**config.mk**
```make
export PLATFORM = sky130hd
export DESIGN_NAME = bus_arbiter
export DESIGN_NICKNAME = d
export VERILOG_FILES = /design/src/rtl/arb_pkg.sv /design/src/rtl/arb_prio_regs.sv /design/src/rtl/arb_pick.sv /design/src/rtl/arb_channel.sv /design/src/rtl/bus_arbiter.sv
export SDC_FILE = /design/constraint.sdc
export NUM_CORES = 1
export LEC_CHECK = 0
export BUFFER_PORTS_ARGS = -buffer_cell sky130_fd_sc_hd__buf_4
export CORE_AREA = 2 2 156 158
export CTS_BUF_LIST = sky130_fd_sc_hd__clkbuf_8
export DETAILED_ROUTE_END_ITERATION = 10
export DIE_AREA = 0 0 158 160
export GPL_TIMING_DRIVEN = 0
export PLACE_DENSITY = 0.5
export SYNTH_ARGS = -nofsm -noshare
export SYNTH_HDL_FRONTEND = slang
export SYNTH_HIERARCHICAL = 1
export SYNTH_SLANG_ARGS = --single-unit
export TNS_END_PERCENT = 100
```
**constraint.sdc**
```tcl
create_clock -name clk -period 8.11 [get_ports clk]
set_clock_uncertainty 0.15 [all_clocks]
set_input_delay 0.4055 -clock clk [delete_from_list [all_inputs] [get_ports clk]]
set_output_delay 0.4055 -clock clk [all_outputs]
set_load 0.02 [all_outputs]
```
**src/rtl/arb_pkg.sv**
```systemverilog
package arb_pkg;

    localparam int ARB_NM = 4;
    localparam int ARB_PW = 2;
    localparam int ARB_LW = 4;
    localparam int ARB_AW = 32;

    typedef enum logic {
        BM_FIXED = 1'b0,
        BM_VAR   = 1'b1
    } burst_mode_e;

    function automatic int wrap_idx(int base, int step, int n);
        return (base + step) % n;
    endfunction

    function automatic burst_mode_e mode_of_len(int len);
        return (len == 0) ? BM_VAR : BM_FIXED;
    endfunction

endpackage

```
**src/rtl/arb_prio_regs.sv**
```systemverilog
module arb_prio_regs #(
    parameter int NM = 4,
    parameter int PW = 2,
    localparam int IW = (NM > 1) ? $clog2(NM) : 1
) (
    input  logic                   clk,
    input  logic                   rst,
    input  logic                   we,
    input  logic [IW-1:0]          idx,
    input  logic [PW-1:0]          val,
    output logic [NM-1:0][PW-1:0]  prio
);

    always_ff @(posedge clk) begin
        if (rst) begin
            prio <= '0;
        end else if (we) begin
            for (int i = 0; i < NM; i++) begin
                if (int'(idx) == i) prio[i] <= val;
            end
        end
    end

endmodule

```
**src/rtl/arb_pick.sv**
```systemverilog
module arb_pick #(
    parameter int NM = 4,
    parameter int PW = 2,
    localparam int IW = (NM > 1) ? $clog2(NM) : 1
) (
    input  logic [NM-1:0]          elig,
    input  logic [NM-1:0][PW-1:0]  prio,
    input  logic [IW-1:0]          ptr,
    output logic                   found,
    output logic [IW-1:0]          win
);

    logic [IW-1:0] cand;
    logic [PW-1:0] best;

    // Scan starting just after the pointer; only a strictly higher priority
    // displaces the current pick, so equal priorities resolve in scan order.
    always_comb begin
        found = 1'b0;
        win   = '0;
        best  = '0;
        cand  = '0;
        for (int k = 1; k <= NM; k++) begin
            cand = IW'(arb_pkg::wrap_idx(int'(ptr), k, NM));
            if (elig[cand] && (!found || prio[cand] > best)) begin
                found = 1'b1;
                win   = cand;
                best  = prio[cand];
            end
        end
    end

endmodule

```
**src/rtl/arb_channel.sv**
```systemverilog
module arb_channel #(
    parameter int NM = 4,
    parameter int PW = 2,
    parameter int LW = 4,
    parameter int AW = 32,
    localparam int IW = (NM > 1) ? $clog2(NM) : 1
) (
    input  logic                   clk,
    input  logic                   rst,
    input  logic [NM-1:0][PW-1:0]  prio,
    input  logic [NM-1:0]          req,
    input  logic [NM-1:0]          lock,
    input  logic [NM-1:0]          burst,
    input  logic [NM-1:0][LW-1:0]  len,
    input  logic [NM-1:0][AW-1:0]  addr,
    input  logic                   ack,
    output logic [NM-1:0]          gnt,
    output logic                   last,
    output logic [AW-1:0]          bus_addr
);

    typedef struct packed {
        logic                  vld;
        logic [IW-1:0]         idx;
        arb_pkg::burst_mode_e  mode;
        logic [LW-1:0]         len;
        logic [LW-1:0]         cnt;
    } owner_t;

    owner_t        own_q;
    logic          hold_vld_q;
    logic [IW-1:0] hold_idx_q;
    logic [IW-1:0] rr_ptr_q;

    logic          is_last;
    logic          arb_pt;
    logic          hold_eff;
    logic [NM-1:0] hold_mask;
    logic [NM-1:0] elig;
    logic          found;
    logic [IW-1:0] win;

    always_comb begin
        if (!own_q.vld)
            is_last = 1'b0;
        else if (own_q.mode == arb_pkg::BM_VAR)
            is_last = !burst[own_q.idx];
        else
            is_last = (own_q.cnt == own_q.len - LW'(1));
    end

    assign arb_pt   = !own_q.vld || (ack && is_last);
    assign hold_eff = hold_vld_q && lock[hold_idx_q];

    always_comb begin
        hold_mask = '1;
        if (hold_eff) begin
            hold_mask = '0;
            hold_mask[hold_idx_q] = 1'b1;
        end
    end

    assign elig = req & hold_mask;

    arb_pick #(.NM(NM), .PW(PW)) u_pick (
        .elig  (elig),
        .prio  (prio),
        .ptr   (rr_ptr_q),
        .found (found),
        .win   (win)
    );

    always_ff @(posedge clk) begin
        if (rst) begin
            own_q      <= '0;
            hold_vld_q <= 1'b0;
            hold_idx_q <= '0;
            rr_ptr_q   <= IW'(NM - 1);
        end else if (arb_pt) begin
            if (found) begin
                own_q.vld  <= 1'b1;
                own_q.idx  <= win;
                own_q.mode <= arb_pkg::mode_of_len(int'(len[win]));
                own_q.len  <= len[win];
                own_q.cnt  <= '0;
                hold_vld_q <= lock[win];
                hold_idx_q <= win;
                rr_ptr_q   <= win;
            end else begin
                own_q      <= '0;
                hold_vld_q <= hold_eff;
            end
        end else if (ack) begin
            own_q.cnt <= own_q.cnt + LW'(1);
        end
    end

    always_comb begin
        gnt = '0;
        if (own_q.vld) gnt[own_q.idx] = 1'b1;
    end

    assign last     = is_last;
    assign bus_addr = own_q.vld ? addr[own_q.idx] : '0;

endmodule

```
**src/rtl/bus_arbiter.sv**
```systemverilog
module bus_arbiter #(
    parameter int NM = arb_pkg::ARB_NM,
    parameter int PW = arb_pkg::ARB_PW,
    parameter int LW = arb_pkg::ARB_LW,
    parameter int AW = arb_pkg::ARB_AW,
    localparam int IW = (NM > 1) ? $clog2(NM) : 1
) (
    input  logic                   clk,
    input  logic                   rst,
    input  logic                   cfg_we,
    input  logic [IW-1:0]          cfg_idx,
    input  logic [PW-1:0]          cfg_prio,
    input  logic [NM-1:0]          rd_req,
    input  logic [NM-1:0]          rd_lock,
    input  logic [NM-1:0]          rd_burst,
    input  logic [NM-1:0][LW-1:0]  rd_len,
    input  logic [NM-1:0][AW-1:0]  rd_addr,
    input  logic                   rd_ack,
    output logic [NM-1:0]          rd_gnt,
    output logic                   rd_last,
    output logic [AW-1:0]          rd_bus_addr,
    input  logic [NM-1:0]          wr_req,
    input  logic [NM-1:0]          wr_lock,
    input  logic [NM-1:0]          wr_burst,
    input  logic [NM-1:0][LW-1:0]  wr_len,
    input  logic [NM-1:0][AW-1:0]  wr_addr,
    input  logic                   wr_ack,
    output logic [NM-1:0]          wr_gnt,
    output logic                   wr_last,
    output logic [AW-1:0]          wr_bus_addr
);

    logic [NM-1:0][PW-1:0] prio;

    arb_prio_regs #(.NM(NM), .PW(PW)) u_prio (
        .clk  (clk),
        .rst  (rst),
        .we   (cfg_we),
        .idx  (cfg_idx),
        .val  (cfg_prio),
        .prio (prio)
    );

    arb_channel #(.NM(NM), .PW(PW), .LW(LW), .AW(AW)) u_rd (
        .clk      (clk),
        .rst      (rst),
        .prio     (prio),
        .req      (rd_req),
        .lock     (rd_lock),
        .burst    (rd_burst),
        .len      (rd_len),
        .addr     (rd_addr),
        .ack      (rd_ack),
        .gnt      (rd_gnt),
        .last     (rd_last),
        .bus_addr (rd_bus_addr)
    );

    arb_channel #(.NM(NM), .PW(PW), .LW(LW), .AW(AW)) u_wr (
        .clk      (clk),
        .rst      (rst),
        .prio     (prio),
        .req      (wr_req),
        .lock     (wr_lock),
        .burst    (wr_burst),
        .len      (wr_len),
        .addr     (wr_addr),
        .ack      (wr_ack),
        .gnt      (wr_gnt),
        .last     (wr_last),
        .bus_addr (wr_bus_addr)
    );

endmodule

```
==> After elaboration in Yosys (flattened, before gate mapping) <==
Index checks and enable logic that the tools add are counted.
{ "classes": {"add_sub_neg": 12, "n_lt_le_gt_ge": 24, "n_eq_ne": 5, "muxes": 102, "bitwise_logic": 2, "n_reduce_logical": 43} }
{ "op_table": {"columns": ["operator", "n"], "rows": [
  ["$bmux 32 s2", 2],
  ["$mux 32", 4],
  ["$mux 2", 22],
  ["$lt 2x3->1 const B", 14],
  ["$mux 4", 10],
  ["$mux 1", 34],
  ["$bmux 2 s2", 8],
  ["$bmux 1 s2", 14],
  ["$mux 12", 2],
  ["$bmux 4 s2", 2],
  ["$logic_and 1x1->1", 14],
  ["$gt 2x2->1", 6],
  ["$reduce_and 2->1", 6],
  ["$logic_not 1->1", 10],
  ["$add 2x1->2 const B", 4],
  ["$add 2x2->2 const B", 4],
  ["$add 4x1->4 const B", 2],
  ["$and 4x4->4", 2],
  ["$demux 1 s2", 4],
  ["$eq 4x4->1", 2],
  ["$ge 2x1->1 const B", 4],
  ["$logic_not 4->1", 2],
  ["$logic_or 1x1->1", 8],
  ["$sub 4x1->4 const B", 2],
  ["other kinds (4)", 6]
]} }
{ "totals": {"ff_bits": 42, "inputBits": 321, "output_inout_bits": 74, "word_cells": 208} }

==> Longest topological paths before layout <==
{ "depth": {"ltp_word": 27, "ltp_mapped": 28, "depth_no_buf": 27} }

==> Hierarchy <==
The synthesis kept the hierarchy.
{ "modules_own_cells": {"columns": ["mod", "n_inst", "cells_each", "area_per_inst_um2", "seq_area_each_um2"], "rows": [
  ["arb_channel (u_wr)", 1, 199, 2165.8, 340.3],
  ["arb_channel (u_rd)", 1, 198, 2152.1, 340.3],
  ["arb_pick", 2, 86, 754.5, 0.0],
  ["arb_prio_regs", 1, 30, 341.6, 160.2]
]} }

==> Least setup slack after synthesis <==
OpenSTA, ideal clock, no wires.
{ "synth_timing": {"kind": "register to register", "start": "register u_rd.hold_idx_q[0]", "end": "register u_rd/own_q[8] (netlist bit)", "setup_ps": 69, "t_arrival_ps": 5842, "required_ps": 7891, "slack_ps": 2049, "stages_incl_launch_ff": 27, "path_buffers": 1, "period_less_slack_ps": 6061, "cell_sequence": "dfxtp_1 -> mux4_2 -> nand2_1 -> o21a_1 -> mux4_1 -> nor3b_1 -> ha_1 -> o21ai_0 -> o211ai_2 -> and2_4 -> or2_1 -> ha_1 -> nand2_1 -> o21ai_0 -> a21oi_4 -> mux2i_1 -> ha_1 -> nor2b_1 -> a2bb2oi_1 -> a221oi_2 -> o211ai_1 -> o211ai_1 -> buf_2 -> mux4_2 -> nor3_1 -> nand3b_1 -> o21ai_1"} }
{ "synth_via": {"elab_chain_len": 26, "word_cells_on_any_way": 46, "classes_between": "order compare: 5; mux: 28; bitwise: 1; reduce/logical: 12"} }
{ "synth_lines": {"columns": ["element", "line_no", "text"], "rows": [
  ["from (decl)", "arb_channel.sv:32", "logic [IW-1:0] hold_idx_q;"],
  ["from (signal assigned)", "arb_channel.sv:87", "hold_idx_q <= win;"],
  ["$lt 2x3->1 (implied by the code) / $ge 2x1->1 (equally long branches)", "arb_channel.sv:59", "hold_mask[hold_idx_q] = 1'b1;"],
  ["$logic_and 1x1->1 (implied by the code)", "arb_channel.sv:59", null],
  ["$mux 1 (implied by the code)", "arb_channel.sv:59", null],
  ["$demux 1 s2", null, null],
  ["$mux 4 *", "arb_channel.sv:57", "if (hold_eff) begin"],
  ["$and 4x4->4 *", "arb_channel.sv:63", "assign elig = req & hold_mask;"],
  ["net u_rd.elig[1]", "arb_channel.sv:39", "logic [NM-1:0] elig;"],
  ["$bmux 1 s2", "arb_pick.sv:25", "if (elig[cand] && (!found || prio[cand] > best)) begin"],
  ["[... 12 more ...]", null, null],
  ["$logic_and 1x1->1", "arb_pick.sv:25", null],
  ["$mux 2 *", "arb_pick.sv:25", null],
  ["net u_rd.win[0]", "arb_channel.sv:41", "logic [IW-1:0] win;"],
  ["$bmux 4 s2 *", "arb_channel.sv:83", "own_q.mode <= arb_pkg::mode_of_len(int'(len[win]));"],
  ["$mux 4 (implied by the code) *", "arb_channel.sv:83", null],
  ["$logic_not 4->1 *", "arb_pkg.sv:18", "return (len == 0) ? BM_VAR : BM_FIXED;"],
  ["$mux 1 *", "arb_pkg.sv:18", null],
  ["$mux 12 *", "arb_channel.sv:80", "if (found) begin"],
  ["to (decl)", "arb_channel.sv:30", "owner_t own_q;"]
]} }
Mark *: on every way through the listed nets, which the timed path passes. The rest lies on a longest branch. The select of a mux whose other input is x is not followed.
A chain may end at the register's enable or synchronous reset.

==> Final worst setup path <==
Ends and elaborated chain as after synthesis.

==> results.toml <==
[routing]
via_count = 6535
wl_met2_um = 12100
dr_wl_met3_um = 1390
postRouteAntennaNets = 0
avgViaCountPerCell = 4.93
routed_wl_um = 25000
first_pass_iters = 4
drtIter0Drc = 323
top_layer = "met4"
drc = 0
wl_met1_um = 11100
wl_per_cell_um = 18.9

[synth]
synth-edff-count = 0
yosysMostFrequentCell = "mux4_2"
synth_seq_cells = 42
synthMuxAreaShare_pct = 40.4
synth_area_leaders = "mux4_2 31%, dfxtp_1 14%, and2_1 6.9%"
yosysWarnings = 6
yosys-top-cells-count = "86 x mux4_2, 68 x and2_1, 42 x dfxtp_1"
synthDistinctLibCells = 66
yosys.area_share.simple_pct = 22.5
synth-async-reset-ratio_pct = 0
synth_area_per_cell_um2 = 10.3
synth_area_um2 = 6170
ys_seq_area_share_pct = 13.6
synth_cells = 599
synth_adder_area_share_pct = 2.84
synth_top_family_by_area = "multiplexers"
synth_top_area_share_pct = 31.4
synth_top_cell_by_area = "mux4_2"
synth-compound-area-share_pct = 13.5
synth_fp_nets = 934
synth_xor_area_share_pct = 2.33
synth_flop_cell = "dfxtp_1"

[setup_path]
worstPathArrival_ps = 7070
worstSetupEndpoint = "u_rd/own_q[8]"
crit_top_cell = "ha_1"
crit_buf_inv = 1
cp_slowest_cell = "mux4_2"
endpoint_kind = "flip-flop"
required_ps = 8210
max_stage_delay_ps = 530
worstSetupPathType = "flip-flop to flip-flop"
rrSetupSlack_ps = 1140
rr_worst_depth = 26
r2r_end = "u_rd/own_q[8]"
worst-path-stages = 26
critical_path.top_delay_family = "compound AO/OA/AOI/OAI gates"
startpoint = "u_rd/hold_idx_q[0]"
crit_fanout = 10
r2r-start = "u_rd/hold_idx_q[0]"
worstSetupStartpointType = "flip-flop"

[timing]
finalCritPeriodShare_pct = 86.0
finalHoldViolations = 0
finalWorstSetupSlack_ps = 1140
post-route-min-period_ps = 6970
fin_tns_setup_ps = 0
fmax_ghz = 0.143
worst_pin_slew_ps = 601
rsz0062_at_grt = "false"
setup_viol = 0
slew_headroom_pct = 60.0
drv_slew = 0

[place]
placed_cells = 1317
port_buffers = 394
pre_cts_ws_ps = 1100
dp_hpwl_um = 21400
gp_congestion = 0.863

[floorplanning]
boundaryPins = 395
die_h_um = 160
core_area_um2 = 23800
dieArea_um2 = 25300
initial_core_util_pct = 25.9
die_w_um = 158
rows = 57

[layout]
final_util_pct = 40.4
layout-drive-gt1-share_pct = 56.1
stdcell_count = 1325
area_growth_pct = 56.1
antennaDiodeCount = 0
num-fill-cells = 2455
layout.nets = 1335

[grt]
grt_remaining_overflow = 0
grt_max_degree = 14
track_usage_pct = 18.8
antenna_found_initial = 0
grt_pass1_vias = 6480
grt_pass1_wl_um = 37300

[cts]
cts_buffer_depth = 2
post_cts_buffers = 0
clkTransAtPathRegs_ps = 90
cts_buffers = 5
cts.sinks = 42
cts_max_level = 2
clk_latency_ps = 310
cts-root-buf = "clkbuf_8"
cts_resized = 0
cts_tree = "done"
ctsHoldBuffers = 0

[power]
ir_worst_vdd_mv = 0.198
total_power_w = 0.00284
p_leak_nw = 4.22
power_density_nw_per_um2 = 295

[flow_run]
cap_violations = 0

[hold_path]
min_path_type = "input pin to flip-flop"
hold_start = "cfg_idx[0]"

[run_status]
outcome = "finished clean"
power by group:
group | total [W] | switching [W] | internal, W
Clock | 0.000148 | 0.0000790 | 0.0000686
Combinational | 0.00236 | 0.00118 | 0.00118
Sequential | 0.000329 | 0.0000617 | 0.000267
cells by family after synthesis:
group                    Yosys count
AO/OA/AOI/OAI                    101
XOR/XNOR                          13
adder cells (fa/ha/maj)           14
buffers and inverters             60
flip-flops                        42
multiplexers                     132
AND/OR/NAND/NOR                  237
registers in the layout, summed over array words and instances (netlist names):
name	count
u_wr/own_q	12
u_prio/prio	8
u_rd/own_q	12
u_rd/hold_idx_q	2
u_wr/hold_vld_q	1
u_rd/rr_ptr_q	2
u_rd/hold_vld_q	1
u_wr/rr_ptr_q	2
u_wr/hold_idx_q	2
metrics by stage:
stage	hold WS, ps	instance area (µm²)
global route	254	9630
finish	264	9630
detailed placement	338	9530
floorplan	310	6170
global placement	331	9530
CTS	252	9630
metal layers:
layer | vias up | global-route usage (%)
met3 | 22 | 2.23
met4 | 0 | 3.93
met1 | 3204 | 26.0
li1 | 3125 | -
met5 | - | 0
met2 | 184 | 31.4
cell usage in the layout (no fill, tap or decap), types with 12 or more instances in the layout:
cell type / n
nand2b_1: 12
a21oi_1: 12
dfxtp_1: 42
ha_1: 14
o211ai_1: 16
nand3_1: 13
buf_4: 397
nor2b_1: 19
inv_1: 16
nand2_1: 31
clkbuf_1: 20
mux2_2: 12
mux4_2: 86
mux2i_1: 26
nor2_1: 40
and2_1: 68
area by class of cell:
cell class              instances  area (µm²)  share of cell area [%]
plain buffers                  42         228                    2.37
clock buffers                   6        82.6                   0.858
clock inverters                 2        12.5                   0.130
inverters                      18        67.6                   0.702
multi-input cells             497        5030                    52.3
flip-flops and latches         42         841                    8.73
well taps                     324         405                    4.21
repair buffers                394        2960                    30.7
how the worst min path moves through the flow:
| stage | endpoint | slack, ps | depth (start not counted) |
|---|---|---|---|
| detailed placement | u_wr/own_q[5] | 340 | 2 |
| CTS | u_prio/prio[1] | 250 | 3 |
| global route | u_prio/prio[1] | 250 | 3 |
| global placement | u_rd/own_q[5] | 330 | 2 |
| finish | u_prio/prio[1] | 260 | 3 |
| floorplan | u_wr/own_q[5] | 310 | 2 |
worst register-to-register path, delay by kind of cell, from the launching register on:
kind / cells / cell delay (ps)
AOI/OAI and AO/OA: 10 / 2200
muxes: 4 / 1540
and+or+nand+nor: 8 / 1360
adders and majority gates: 3 / 830
DFF: 1 / 440
buffers and inverters: 1 / 410
Power figures use the tool's default switching activity.
